File: src/rtl/fes_pkg.sv
package fes_pkg;

  typedef enum logic [2:0] {
    ST_IDLE,
    ST_PEND,
    ST_REQ,
    ST_WAIT,
    ST_DONE
  } fes_state_e;

  localparam logic [1:0] STAT_IDLE = 2'b00;
  localparam logic [1:0] STAT_PEND = 2'b01;
  localparam logic [1:0] STAT_BUSY = 2'b10;
  localparam logic [1:0] STAT_DONE = 2'b11;

  localparam int BIT_START = 0;
  localparam int BIT_MODE  = 1;
  localparam int BIT_TYPE  = 2;
  localparam int BIT_STAT  = 16;
  localparam int BIT_ERR   = 18;
  localparam int BIT_CLEAR = 19;

  // Status code reported for each internal state.
  function automatic logic [1:0] status_of(fes_state_e s);
    case (s)
      ST_IDLE: status_of = STAT_IDLE;
      ST_PEND: status_of = STAT_PEND;
      ST_REQ,
      ST_WAIT: status_of = STAT_BUSY;
      default: status_of = STAT_DONE;
    endcase
  endfunction

  // Type codes with the high bit set are reserved.
  function automatic logic type_reserved(logic [1:0] t);
    type_reserved = t[1];
  endfunction

  // A sector-mode target is valid when the type is real and the address
  // lies inside the selected region.
  function automatic logic sector_ok(logic [31:0] addr, logic [1:0] t,
                                     int main_n, int info_n);
    int limit;
    limit = t[0] ? info_n : main_n;
    sector_ok = !type_reserved(t) && (addr < 32'(limit));
  endfunction

  // Flat index over main sectors followed by information sectors.
  function automatic logic [31:0] flat_index(logic [31:0] addr, logic [1:0] t,
                                             int main_n);
    flat_index = t[0] ? addr + 32'(main_n) : addr;
  endfunction

  // Region bit of a flat index.
  function automatic logic in_info(logic [31:0] idx, int main_n);
    in_info = idx >= 32'(main_n);
  endfunction

  // Sector number within its region.
  function automatic logic [31:0] local_index(logic [31:0] idx, int main_n);
    local_index = in_info(idx, main_n) ? idx - 32'(main_n) : idx;
  endfunction

endpackage

File: src/rtl/fes_regfile.sv
module fes_regfile
  import fes_pkg::*;
(
  input  logic        clk,
  input  logic        rst_n,
  input  logic        reg_wr,
  input  logic [31:0] reg_wdata,
  input  logic [1:0]  status,
  input  logic        lowfreq_i,
  output logic [1:0]  type_q,
  output logic        mode_q,
  output logic [1:0]  cmd_type,
  output logic        cmd_mode,
  output logic        cfg_write,
  output logic        start_accept,
  output logic        clear_accept
);

  logic is_idle;
  logic unused_wbits;

  assign is_idle      = (status == STAT_IDLE);
  assign cmd_type     = reg_wdata[BIT_TYPE +: 2];
  assign cmd_mode     = reg_wdata[BIT_MODE];
  assign cfg_write    = reg_wr && is_idle;
  assign start_accept = cfg_write && reg_wdata[BIT_START] && !lowfreq_i;
  assign clear_accept = reg_wr && reg_wdata[BIT_CLEAR] && (status == STAT_DONE);
  assign unused_wbits = ^{reg_wdata[31:20], reg_wdata[18:4]};

  always_ff @(posedge clk) begin
    if (!rst_n) begin
      type_q <= 2'b00;
      mode_q <= 1'b0;
    end else if (cfg_write) begin
      type_q <= cmd_type;
      mode_q <= cmd_mode;
    end
  end

endmodule

File: src/rtl/fes_scan.sv
module fes_scan #(
  parameter int N     = 10,
  parameter int IDX_W = 4
) (
  input  logic [N-1:0]   wp,
  input  logic [IDX_W:0] from,
  output logic           found,
  output logic [IDX_W-1:0] idx
);

  logic [N-1:0] cand;

  for (genvar g = 0; g < N; g++) begin : g_cand
    localparam logic [IDX_W:0] GI = (IDX_W+1)'(g);
    assign cand[g] = !wp[g] && (from <= GI);
  end

  // Lowest candidate wins: scan from the top so lower indices overwrite.
  always_comb begin
    found = 1'b0;
    idx   = '0;
    for (int i = N - 1; i >= 0; i--) begin
      if (cand[i]) begin
        found = 1'b1;
        idx   = IDX_W'(i);
      end
    end
  end

endmodule

File: src/rtl/fes_fsm.sv
module fes_fsm
  import fes_pkg::*;
#(
  parameter int MAIN_SECTORS = 8,
  parameter int INFO_SECTORS = 2,
  parameter int SADDR_W      = 4,
  parameter int IDX_W        = 4
) (
  input  logic               clk,
  input  logic               rst_n,
  input  logic               start_accept,
  input  logic               clear_accept,
  input  logic [1:0]         cmd_type,
  input  logic               cmd_mode,
  input  logic [SADDR_W-1:0] sect_addr_i,
  input  logic               arr_ack,
  input  logic               arr_done,
  input  logic               scan_found,
  input  logic [IDX_W-1:0]   scan_idx,
  output fes_state_e         state,
  output logic               addr_err,
  output logic [IDX_W-1:0]   cur_idx,
  output logic [IDX_W:0]     scan_from,
  output logic               req_accept,
  output logic               sector_done
);

  logic mass_q;
  logic target_ok;
  logic [IDX_W-1:0] target_idx;

  assign target_ok   = sector_ok(32'(sect_addr_i), cmd_type, MAIN_SECTORS, INFO_SECTORS);
  assign target_idx  = IDX_W'(flat_index(32'(sect_addr_i), cmd_type, MAIN_SECTORS));
  assign req_accept  = arr_ack && (state == ST_PEND || state == ST_REQ);
  assign sector_done = arr_done && (state == ST_WAIT);
  assign scan_from   = (state == ST_IDLE) ? '0 : ({1'b0, cur_idx} + 1'b1);

  always_ff @(posedge clk) begin
    if (!rst_n) begin
      state    <= ST_IDLE;
      addr_err <= 1'b0;
      cur_idx  <= '0;
      mass_q   <= 1'b0;
    end else begin
      case (state)
        ST_IDLE: begin
          if (start_accept) begin
            mass_q <= cmd_mode;
            if (cmd_mode) begin
              if (scan_found) begin
                cur_idx <= scan_idx;
                state   <= ST_PEND;
              end else begin
                state   <= ST_DONE;
              end
            end else if (!target_ok) begin
              addr_err <= 1'b1;
              state    <= ST_DONE;
            end else begin
              cur_idx <= target_idx;
              state   <= ST_PEND;
            end
          end
        end
        ST_PEND,
        ST_REQ: begin
          if (req_accept) state <= ST_WAIT;
        end
        ST_WAIT: begin
          if (sector_done) begin
            if (mass_q && scan_found) begin
              cur_idx <= scan_idx;
              state   <= ST_REQ;
            end else begin
              state   <= ST_DONE;
            end
          end
        end
        default: begin
          if (clear_accept) begin
            addr_err <= 1'b0;
            state    <= ST_IDLE;
          end
        end
      endcase
    end
  end

endmodule

File: src/rtl/flash_erase_seq.sv
module flash_erase_seq
  import fes_pkg::*;
#(
  parameter int MAIN_SECTORS = 8,
  parameter int INFO_SECTORS = 2,
  parameter int SADDR_W      = 4
) (
  input  logic                    clk,
  input  logic                    rst_n,
  input  logic                    reg_wr,
  input  logic [31:0]             reg_wdata,
  output logic [31:0]             reg_rdata,
  input  logic                    lowfreq_i,
  input  logic [SADDR_W-1:0]      sect_addr_i,
  input  logic [MAIN_SECTORS-1:0] wp_main_i,
  input  logic [INFO_SECTORS-1:0] wp_info_i,
  output logic                    arr_req,
  output logic                    arr_type,
  output logic [SADDR_W-1:0]      arr_sector,
  input  logic                    arr_ack,
  input  logic                    arr_done
);

  localparam int TOTAL = MAIN_SECTORS + INFO_SECTORS;
  localparam int IDX_W = (TOTAL > 1) ? $clog2(TOTAL) : 1;

  fes_state_e       state;
  logic [1:0]       status;
  logic [1:0]       type_q;
  logic             mode_q;
  logic [1:0]       cmd_type;
  logic             cmd_mode;
  logic             cfg_write;
  logic             start_accept;
  logic             clear_accept;
  logic             req_accept;
  logic             sector_done;
  logic             addr_err;
  logic [IDX_W-1:0] cur_idx;
  logic [IDX_W:0]   scan_from;
  logic             scan_found;
  logic [IDX_W-1:0] scan_idx;
  logic [TOTAL-1:0] wp_all;

  assign status = status_of(state);
  assign wp_all = {wp_info_i, wp_main_i};

  fes_regfile i_regs (
    .clk          (clk),
    .rst_n        (rst_n),
    .reg_wr       (reg_wr),
    .reg_wdata    (reg_wdata),
    .status       (status),
    .lowfreq_i    (lowfreq_i),
    .type_q       (type_q),
    .mode_q       (mode_q),
    .cmd_type     (cmd_type),
    .cmd_mode     (cmd_mode),
    .cfg_write    (cfg_write),
    .start_accept (start_accept),
    .clear_accept (clear_accept)
  );

  fes_scan #(.N(TOTAL), .IDX_W(IDX_W)) i_scan (
    .wp    (wp_all),
    .from  (scan_from),
    .found (scan_found),
    .idx   (scan_idx)
  );

  fes_fsm #(
    .MAIN_SECTORS (MAIN_SECTORS),
    .INFO_SECTORS (INFO_SECTORS),
    .SADDR_W      (SADDR_W),
    .IDX_W        (IDX_W)
  ) i_fsm (
    .clk          (clk),
    .rst_n        (rst_n),
    .start_accept (start_accept),
    .clear_accept (clear_accept),
    .cmd_type     (cmd_type),
    .cmd_mode     (cmd_mode),
    .sect_addr_i  (sect_addr_i),
    .arr_ack      (arr_ack),
    .arr_done     (arr_done),
    .scan_found   (scan_found),
    .scan_idx     (scan_idx),
    .state        (state),
    .addr_err     (addr_err),
    .cur_idx      (cur_idx),
    .scan_from    (scan_from),
    .req_accept   (req_accept),
    .sector_done  (sector_done)
  );

  assign arr_req    = (state == ST_PEND) || (state == ST_REQ);
  assign arr_type   = in_info(32'(cur_idx), MAIN_SECTORS);
  assign arr_sector = SADDR_W'(local_index(32'(cur_idx), MAIN_SECTORS));

  always_comb begin
    reg_rdata                 = '0;
    reg_rdata[BIT_TYPE +: 2]  = type_q;
    reg_rdata[BIT_MODE]       = mode_q;
    reg_rdata[BIT_STAT +: 2]  = status;
    reg_rdata[BIT_ERR]        = addr_err;
  end

endmodule

File: config.mk
export PLATFORM = sky130hd
export DESIGN_NAME = flash_erase_seq
export DESIGN_NICKNAME = d
export VERILOG_FILES = /design/src/rtl/fes_pkg.sv /design/src/rtl/fes_regfile.sv /design/src/rtl/fes_scan.sv /design/src/rtl/fes_fsm.sv /design/src/rtl/flash_erase_seq.sv
export SDC_FILE = /design/constraint.sdc
export NUM_CORES = 1
export LEC_CHECK = 0
export BUFFER_PORTS_ARGS = -buffer_cell sky130_fd_sc_hd__buf_2
export CELL_PAD_IN_SITES_DETAIL_PLACEMENT = 0
export CELL_PAD_IN_SITES_GLOBAL_PLACEMENT = 2
export CORE_MARGIN = 2
export CORE_UTILIZATION = 21
export DETAILED_ROUTE_END_ITERATION = 10
export PLACE_DENSITY = 0.79
export SLEW_MARGIN = 20
export SYNTH_ARGS = -nofsm -noshare
export SYNTH_HDL_FRONTEND = slang
export SYNTH_SLANG_ARGS = --single-unit
File: constraint.sdc
create_clock -name clk -period 3.3 [get_ports clk]
set_input_delay 0.165 -clock clk [delete_from_list [all_inputs] [get_ports clk]]
set_output_delay 0.165 -clock clk [all_outputs]
set_load 0.01 [all_outputs]
==> qor.txt, run 1 <==
#FFs+latches synth - 12
Vias/cell - 4.59
Final worst path period share - 82.7%
Biggest area consumer among synthesized cells - buf_4
R2R Setup Slk - 0.57 ns
Count of final max-slew check failures - 0
Leakage power - 0.686 nW
Core area - 0.00642 mm2
# hold bufs at CTS - 0
Vias in the first global route - 1174
Seq/Total Area, Yosys - 17.0%
Reg clk slew, reported paths - 0.06 ns
Critical Path RT - 3.42 ns
Die Wd - 86.0 um
First-pass GRT wire length - 5.54 mm
Slew margin rel. - 51.6%
Placer Congestion - 0.813
Initial antenna violation count - 0
Antenna Nets Post-Route - 0
Area of all placed cells without fillers - 0.00153 mm2
Ports - 90
Ant. Diodes - 0
Count leader, synth - buf_4
Crit path DAT - 2.85 ns
Crit Path Category - flip-flop to flip-flop
Status - finished, final reports clean
Final WL - 3.49 mm
Hold WS - 0.184 ns
CTS sink cnt - 12
CTS tree - done
Minimum clock period - 2.73 ns
# fillers - 718
Resize count post-CTS - 0
Final Hold Fails - 0
DIE HEIGHT - 86.0 um
Crit path launch type - flip-flop
Max Clk Rate - 367 MHz
Clock latency on the worst-skew pair - 0.24 ns
Wire per inst - 12.1 um
Clock Skew - 0.00826 ns
CP Max Fanout - 9
Residual DRC - 0
Clock buffer count from CTS - 3
Pwr dens - 568 mW/mm2
Area Overhead vs Synth - 8.41%
Predominant post-synthesis flop cell - dfxtp_1
Dpl hpwl - 2.79 mm
TritonRoute pass-1 iters - 4
EDFF count, synth - 0
Synth top area cells - buf_4, dfxtp_1, a21oi_1
Setup violations, final - 0
Synthesized area - 0.00141 mm2
Max clock buf depth - 2
Die footprint - 0.00740 mm2
Crit end category - flip-flop
Share of cells above drive strength 1 - 24.3%
H-tree lvl count - 1
Max-cap violations - 0
Yosys top cell area share - 18.1%
Synth warn - 0
Max rail drop VDD - 0.154 mV
DP Worst Slack - 0.569 ns
Cells after synthesis - 187
Hold/Removal Path Class - input port to flip-flop
RSZ-0062 raised after global routing - false
Core Rows - 29
Ys async rst share - 0%
Worst-margin pin slew - 0.722 ns
Number of distinct library cells after synthesis - 50
Port bufs - 35
Syn_area_per_cell - 7.55 um2
Total GRT Usage - 9.07%
Post-CTS Setup Bufs - 0
Drt initial violations - 42
Setup ws final - 0.572 ns
TNS Setup - 0 ns
Area after DPL - 0.00148 mm2
Largest net degree at the start of global routing - 12
Initial core utilization - 22.0%
Via Count - 1318
Total grt overflow - 0
Top post-synthesis cells by count - buf_4, nor2_1, a21oi_1
Root Buffer - clkbuf_8
Final net count - 266
-- placed cells by master (no fill, tap or decap), types with 5 or more instances in the layout --
master,Yosys,final
buf_2,4,35
conb_1,1,27
nor2_1,14,14
a21oi_1,13,13
nand2_1,12,12
dfxtp_1,12,12
nand3_1,10,10
inv_1,8,8
o21ai_0,8,8
a211o_1,5,5
-- where the power goes --
part / internal [W] / total [W] / switching (W)
clock: 0.000105 / 0.000159 / 0.0000539
combinational: 0.000185 / 0.000480 / 0.000295
sequential: 0.000176 / 0.000231 / 0.0000546
-- registers in the layout, summed over array words and instances, names as in the netlist --
| register | cells |
|---|---|
| i_fsm.mass_q | 1 |
| i_fsm.state | 3 |
| i_fsm.cur_idx | 4 |
| i_fsm.addr_err | 1 |
| i_regs.type_q | 2 |
| i_regs.mode_q | 1 |
-- logic make-up (layout without fill, tap and decap cells) --
| logic type | Yosys count | after routing | share of synthesized area (%) |
|---|---|---|---|
| buffers and inverters | 51 | 48 | 24.3 |
| and+or+nand+nor | 61 | 61 | 23.6 |
| DFF | 12 | 12 | 17.0 |
| xor gates and xnor gates | 2 | 2 | 1.24 |
| muxes | 1 | 1 | 0.709 |
| adders and majority gates | 3 | 3 | 2.66 |
| other | 1 | 27 | 0.265 |
| AOI/OAI and AO/OA | 56 | 56 | 30.3 |
-- per-stage QoR --
stage	total power [W]	util (%)	cells
2_1_floorplan	0.000658	-	213
3_3_place_gp	0.000720	23.0	283
3_5_place_dp	0.000722	23.0	283
4_1_cts	0.000883	23.8	287
5_1_grt	0.000953	23.8	287
6_report	0.000870	23.8	287
-- cell type report --
cell class,count,area (um2),area share (%)
repair buffers,36,183,11.9
well taps,77,96.3,6.29
multi-input cells,150,927,60.5
clock buffers,4,55.1,3.59
inverters,8,30.0,1.96
flip-flops and latches,12,240,15.7
-- metal layers --
metal / share of wire [%] / track usage (%)
met1: 48 / 12.8
met2: 45 / 14.4
met3: 5.3 / 1.15
met4: 1.3 / 2.45
met5: 0 / 0
-- worst max-delay path, stage by stage (launching register included) --
cell	delay, ns
dfxtp_1	0.46
inv_1	0.07
ha_1	0.53
nand2b_1	0.16
a21oi_1	0.10
o41ai_2	0.43
nand4_2	0.21
o31a_4	0.43
o21ai_0	0.16
a31oi_1	0.05
-- worst paths after layout --
check | from | to | cells past startpoint
worst min register to register | i_regs.mode_q | i_regs.mode_q | 2
worst min-delay path | reg_wdata[3] | i_regs.type_q[1] | 3
worst max-delay path | i_fsm.cur_idx[1] | i_fsm.cur_idx[0] | 9
worst max register to register | i_fsm.cur_idx[1] | i_fsm.cur_idx[0] | 9
Note: power is estimated with default switching activity, not from simulation.
==> run 2: changes to the inputs <==
==> constraint.sdc (replaced) <==
create_clock -name clk -period 2.7 [get_ports clk]
set_input_delay 0.135 -clock clk [delete_from_list [all_inputs] [get_ports clk]]
set_output_delay 0.135 -clock clk [all_outputs]
set_load 0.01 [all_outputs]
==> run 2 against run 1 <==
Compared with the run above:
- setup slack worse by 0.39 ns
- non-clock buffer count is 11 higher
- core utilization is 1.5 points higher
- via count is 1.1% higher
- wire length is 2.2% higher
- worst hold slack worse by 0.029 ns
- register-to-register slack worse by 0.39 ns
- design area is 6.1% higher
- critical endpoint unchanged
- critical path type unchanged
==> qor.txt, run 2 (synthesized netlist as in run 1, its figures left out) <==
Final WL - 3.56 mm (+2.2%)
Die Wd - 86.0 um (unchanged)
Largest net degree at the start of global routing - 12 (unchanged)
Family with the most delay on the worst path - compound AO/OA/AOI/OAI gates
Total grt overflow - 0 (unchanged)
DIE HEIGHT - 86.0 um (unchanged)
CP Launch Point - i_fsm.cur_idx[1]
Core area - 0.00642 mm2 (unchanged)
Status - finished, final reports clean
Clock latency on the worst-skew pair - 0.24 ns (about the same)
Final Hold Fails - 0 (unchanged)
Area after DPL - 0.00155 mm2 (+5.1%)
Leakage power - 0.739 nW (+7.7%)
Wire per inst - 11.9 um (-1.6%)
Residual DRC - 0 (unchanged)
Reg2reg end - i_fsm.cur_idx[0]
Minimum clock period - 2.52 ns (-0.205 ns)
Commonest non-fill, non-tap cell in the layout - buf_2
Crit path DAT - 2.64 ns (-0.21 ns)
Vias in the first global route - 1203 (+2.5%)
Stages on the worst setup path - 8 (-1)
Largest registers - i_fsm.cur_idx x4, i_fsm.state x3, i_regs.type_q x2
Port bufs - 35 (unchanged)
Critical Path Max Stage Delay - 0.43 ns (-0.10 ns)
First-pass GRT wire length - 5.53 mm (-0.13%)
Final net count - 277 (+4.1%)
Core Rows - 29 (unchanged)
Root Buffer - clkbuf_8
Clock Skew - 0.00314 ns (-0.00512 ns)
CTS sink cnt - 12 (unchanged)
Via Count - 1332 (+1.1%)
Clock buffer count from CTS - 3 (unchanged)
Count of final max-slew check failures - 0 (unchanged)
CP endpoint - i_fsm.cur_idx[0]
Setup violations, final - 0 (unchanged)
Drt initial violations - 58 (+38%)
Area Overhead vs Synth - 15.1%
Reg with most FFs - i_fsm.cur_idx
CP Max Fanout - 8 (-1)
Antenna Nets Post-Route - 0 (unchanged)
Reg clk slew, reported paths - 0.05 ns (about the same)
Placer Congestion - 0.811 (-0.30%)
CTS tree - done
Max clock buf depth - 2 (unchanged)
Total GRT Usage - 9.03% (-0.042 points)
Critical Path RT - 2.82 ns (-0.60 ns)
Share of cells above drive strength 1 - 29.9% (+5.6 points)
Crit end category - flip-flop
Max-cap violations - 0 (unchanged)
CP cell instances - ha_1 -> xor2_1 -> nand3_1 -> o211ai_1 -> nand4_2 -> o31a_4 -> o21ai_0 -> a31oi_1
Ports - 90 (unchanged)
Crit path launch type - flip-flop
Max FFs per register - 4 (unchanged)
R2R Setup Slk - 0.18 ns (-0.39 ns)
Worst reg-to-reg path cell count - 8 (-1)
TritonRoute pass-1 iters - 4 (unchanged)
Final worst path period share - 93.4% (+11 points)
Ant. Diodes - 0 (unchanged)
Max rail drop VDD - 0.158 mV (+2.4%)
Final core utilization - 25.3% (+1.5 points)
Slowest CP cell - o31a_4
Pwr dens - 718 mW/mm2 (+26%)
Vias/cell - 4.47 (-2.7%)
H-tree lvl count - 1 (unchanged)
Die footprint - 0.00740 mm2 (unchanged)
Dpl hpwl - 2.91 mm (+4.4%)
Crit Path Category - flip-flop to flip-flop
Most frequent cells in the layout - buf_2, conb_1, nor2_1
WP buf/inv - 0 (-1)
Area of all placed cells without fillers - 0.00163 mm2 (+6.1%)
Hold/Removal Path Class - input port to flip-flop
Max Clk Rate - 396 MHz (+8.1%)
Initial core utilization - 22.0% (unchanged)
Worst reg2reg path startpoint - i_fsm.cur_idx[1]
Initial antenna violation count - 0 (unchanged)
==> run 2: changes by cell type in the layout (fill, tap and decap cells not counted) <==
cell | before | now
buf_4 | 1 | 12
a21oi_1 | 13 | 12
a21oi_2 | 0 | 1
dfxtp_1 | 12 | 11
dfxtp_2 | 0 | 1
ha_1 | 3 | 2
ha_2 | 0 | 1
o21bai_1 | 2 | 1
o21bai_2 | 0 | 1
==> run 2: report_power, final <==
part	leakage [nW]	internal (W)	total, W	switching (W)
sequential	0.0985	0.000217	0.000271	0.0000543
combinational	0.612	0.000308	0.000702	0.000394
clock	0.0288	0.000129	0.000194	0.0000654
total	0.739	0.000654	0.00117	0.000514
==> run 2: what timing repair did <==
| action | in CTS | in global routing |
|---|---|---|
| gates resized for setup | 0 | 4 |
| setup buffers | 0 | 1 |
| hold buffers | 0 | 0 |
| endpoints found under the setup margin | 0 | 6 |
==> run 2: worst reg2reg max path: cells and delay by family (launching register included) <==
family,cells,cell delay (ns)
AND/OR/NAND/NOR,2,0.34
XOR/XNOR,1,0.34
flip-flops,1,0.42
adder cells (fa/ha/maj),1,0.34
AO/OA/AOI/OAI,4,0.95
==> run 2: area by class of cell <==
| cell class | instances | area [um2] |
|---|---|---|
| Clock buffer | 4 | 55.1 |
| Fill cell | 729 | 4800 |
| Inverter | 8 | 30.0 |
| Multi-Input combinational cell | 150 | 937 |
| Sequential cell | 12 | 241 |
| Tap cell | 77 | 96.3 |
| Timing Repair Buffer | 47 | 265 |
==> run 2: stage by stage <==
stage	setup TNS [ns]	total power, W	hold WS, ns	setup slack [ns]	cells
global placement	0	0.000963	0.407	0.151	293
detailed placement	0	0.000960	0.411	0.148	293
CTS	0	0.00116	0.155	0.121	297
finish	0	0.00117	0.155	0.177	298
global route	-0.00367	0.00126	0.165	-0.00367	298
floorplan	0	0.000804	0.273	0.216	213
==> run 2: worst min path at each step <==
stage | depth (start not counted) | slack, ns | startpoint | to
floorplan | 2 | 0.27 | rst_n | i_fsm.cur_idx[0]
global placement | 3 | 0.41 | reg_wdata[3] | i_regs.type_q[1]
detailed placement | 3 | 0.41 | reg_wdata[3] | i_regs.type_q[1]
CTS | 3 | 0.15 | reg_wdata[3] | i_regs.type_q[1]
global route | 3 | 0.16 | reg_wdata[3] | i_regs.type_q[1]
finish | 3 | 0.16 | sect_addr_i[0] | i_fsm.cur_idx[0]
==> run 2: per-layer routing <==
metal / global-route usage [%] / vias to the layer above / share of wire (%)
li1: - / 683 / -
met2: 14.7 / 39 / 45
met1: 12.8 / 608 / 49
met4: 2.16 / 0 / 0.48
met5: 0 / - / 0
met3: 0.770 / 2 / 5.0
==> run 3: changes to the inputs <==
--- a/config.mk
+++ b/config.mk
@@ -9,10 +9,11 @@
 export CELL_PAD_IN_SITES_DETAIL_PLACEMENT = 0
 export CELL_PAD_IN_SITES_GLOBAL_PLACEMENT = 2
 export CORE_MARGIN = 2
-export CORE_UTILIZATION = 21
+export CORE_UTILIZATION = 22
 export DETAILED_ROUTE_END_ITERATION = 10
-export PLACE_DENSITY = 0.79
+export PLACE_DENSITY = 0.81
 export SLEW_MARGIN = 20
 export SYNTH_ARGS = -nofsm -noshare
 export SYNTH_HDL_FRONTEND = slang
+export SYNTH_HIERARCHICAL = 1
 export SYNTH_SLANG_ARGS = --single-unit
==> run 3 against run 2 <==
Compared with the run above:
- power shrank 8.0%
- flip-flop and latch count is the same
- global-route usage grew 0.30 points
- first-iteration DRC count grew 24%
- design area grew 5.3%
- non-clock buffer count grew 8
- register-to-register slack is essentially flat
- synthesized cell count shrank 0.53%
- wire length shrank 4.4%
- clock-buffer cell count is the same
- setup slack gained 0.011 ns
- via count shrank 1.7%
- critical path type unchanged
- largest power group unchanged
- highest routed layer unchanged
==> qor.txt, run 3 <==
Status - finished, final reports clean
Final Hold Fails - 0 (unchanged)
Total GRT Usage - 9.33% (+0.30 points)
Vias in the first global route - 1175 (-2.3%)
Max clock buf depth - 2 (unchanged)
Crit path DAT - 2.69 ns (+0.05 ns)
Hold/Removal Path Class - input port to flip-flop
TNS Setup - 0 ns (unchanged)
Worst Hold Launch - reg_wdata[3]
Initial core utilization - 22.5% (+0.50 points)
Core area - 0.00631 mm2 (-1.7%)
Root Buffer - clkbuf_8
# fillers - 726 (-0.41%)
Minimum clock period - 2.51 ns (-0.0114 ns)
Min-Delay Endpoint - i_regs/type_q[1]
Synth warn - 6 (+6)
Total grt overflow - 0 (unchanged)
Final WL - 3.40 mm (-4.4%)
Post-CTS Setup Bufs - 0 (unchanged)
Final net count - 286 (+3.2%)
Cells after synthesis - 186 (-0.53%)
Pwr dens - 628 mW/mm2 (-13%)
Clock Skew - 0.00114 ns (-0.00200 ns)
Syn_area_per_cell - 7.64 um2 (+1.1%)
Reg clk slew, reported paths - 0.06 ns (about the same)
TritonRoute pass-1 iters - 4 (unchanged)
Via Count - 1310 (-1.7%)
Critical Path RT - 2.88 ns (+0.06 ns)
Max-cap violations - 0 (unchanged)
Drt initial violations - 72 (+24%)
Worst reg-to-reg path cell count - 10 (+2)
Reg with most FFs - i_fsm/cur_idx
CP Max Fanout - 7 (-1)
Residual DRC - 0 (unchanged)
Commonest non-fill, non-tap cell in the layout - buf_2
Wire per inst - 11.1 um (-7.5%)
Leakage power - 0.845 nW (+14%)
Worst-margin pin slew - 0.518 ns
H-tree lvl count - 1 (unchanged)
Clock latency on the worst-skew pair - 0.24 ns (about the same)
Most frequent cells in the layout - buf_2, conb_1, buf_4, nand2_1, nor2_1
Synthesized area - 0.00142 mm2 (+0.53%)
Area Overhead vs Synth - 20.5%
Initial antenna violation count - 0 (unchanged)
CTS sink cnt - 12 (unchanged)
R2R Setup Slk - 0.19 ns (about the same)
Crit path launch type - flip-flop
Reg2reg end - i_fsm/cur_idx[1]
Largest registers - i_fsm/cur_idx x4, i_fsm/state x3, i_regs/type_q x2
Vias/cell - 4.25 (-4.8%)
RSZ-0062 raised after global routing - false
Crit end category - flip-flop
Final worst path period share - 93.0% (-0.42 points)
Clock buffer count from CTS - 3 (unchanged)
Crit Path Category - flip-flop to flip-flop
DIE HEIGHT - 84.3 um (-1.9%)
Worst reg2reg path startpoint - i_fsm/cur_idx[1]
First-pass GRT wire length - 5.47 mm (-1.1%)
Slew margin rel. - 65.4%
Die footprint - 0.00711 mm2 (-3.8%)
Placer Congestion - 0.804 (-0.86%)
Total chip power - 0.00107 W (-8.0%)
Max FFs per register - 4 (unchanged)
Antenna Nets Post-Route - 0 (unchanged)
Ant. Diodes - 0 (unchanged)
Dpl hpwl - 2.75 mm (-5.5%)
Max Clk Rate - 398 MHz (+0.46%)
CTS tree - done
Setup violations, final - 0 (unchanged)
Max rail drop VDD - 0.186 mV (+18%)
Die Wd - 84.3 um (-1.9%)
Ports - 90 (unchanged)
Port bufs - 35 (unchanged)
Core Rows - 29 (unchanged)
Share of cells above drive strength 1 - 32.5% (+2.6 points)
Largest net degree at the start of global routing - 19 (+7)
Count of final max-slew check failures - 0 (unchanged)
Hold Path Stages - 3 (unchanged)
## run 3: repair_timing
item | 4_1_cts | 5_1_grt
endpoints found under the setup margin | 0 | 6
gates resized for setup | 0 | 6
hold buffers | 0 | 0
## run 3: critical path, cell delays in order, from the launching register on
cell      delay [ns]
dfxtp_1         0.33
ha_1            0.18
nand3_1         0.08
nor2_1          0.41
or3_1           0.21
a21boi_4        0.19
nand4_1         0.15
and2_1          0.20
o22ai_1         0.24
a211o_2         0.26
mux2i_1         0.19
## run 3: metrics by stage
stage               hold WS, ns  instance area (um2)  util [%]  setup WS [ns]  instances
CTS                       0.154                 1690      26.7         0.0301        308
global route              0.167                 1710      27.1        0.00715        308
finish                    0.154                 1710      27.1          0.188        308
floorplan                 0.277                 1520         -          0.105        212
detailed placement        0.418                 1630      25.8         0.0485        304
global placement          0.413                 1630      25.8         0.0232        304
## run 3: area by class of cell
cell class | instances | area (um2) | share of cell area, %
Inverter | 6 | 22.5 | 1.32
Tap cell | 77 | 96.3 | 5.63
Sequential cell | 12 | 240 | 14.0
Clock buffer | 4 | 55.1 | 3.22
Timing Repair Buffer | 55 | 325 | 19.0
Multi-Input combinational cell | 154 | 972 | 56.8
## run 3: power breakdown
part	switching (W)	total [W]	internal [W]
sequential	0.0000259	0.000239	0.000214
clock	0.0000715	0.000201	0.000129
combinational	0.000352	0.000635	0.000283
## run 3: routing by layer
metal | GRT usage, % | part of all wire (%) | vias up
met1 | 12.0 | 47 | 591
met5 | 0 | 0 | -
met3 | 2.85 | 5.8 | 4
met4 | 3.03 | 1.3 | 0
met2 | 14.9 | 46 | 34
li1 | - | - | 681
## run 3: worst max path at each step
| stage | startpoint | end | slack [ns] | cells past startpoint |
|---|---|---|---|---|
| after floorplan | i_fsm/state[2] | i_fsm/cur_idx[0] | 0.10 | 10 |
| after global placement | i_fsm/cur_idx[1] | i_fsm/cur_idx[2] | 0.02 | 10 |
| after detailed placement | i_fsm/cur_idx[1] | i_fsm/cur_idx[2] | 0.05 | 10 |
| after CTS | i_fsm/cur_idx[1] | i_fsm/cur_idx[2] | 0.03 | 10 |
| after global routing | i_fsm/cur_idx[1] | i_fsm/cur_idx[2] | 0.007 | 10 |
| final | i_fsm/cur_idx[1] | i_fsm/cur_idx[1] | 0.19 | 10 |
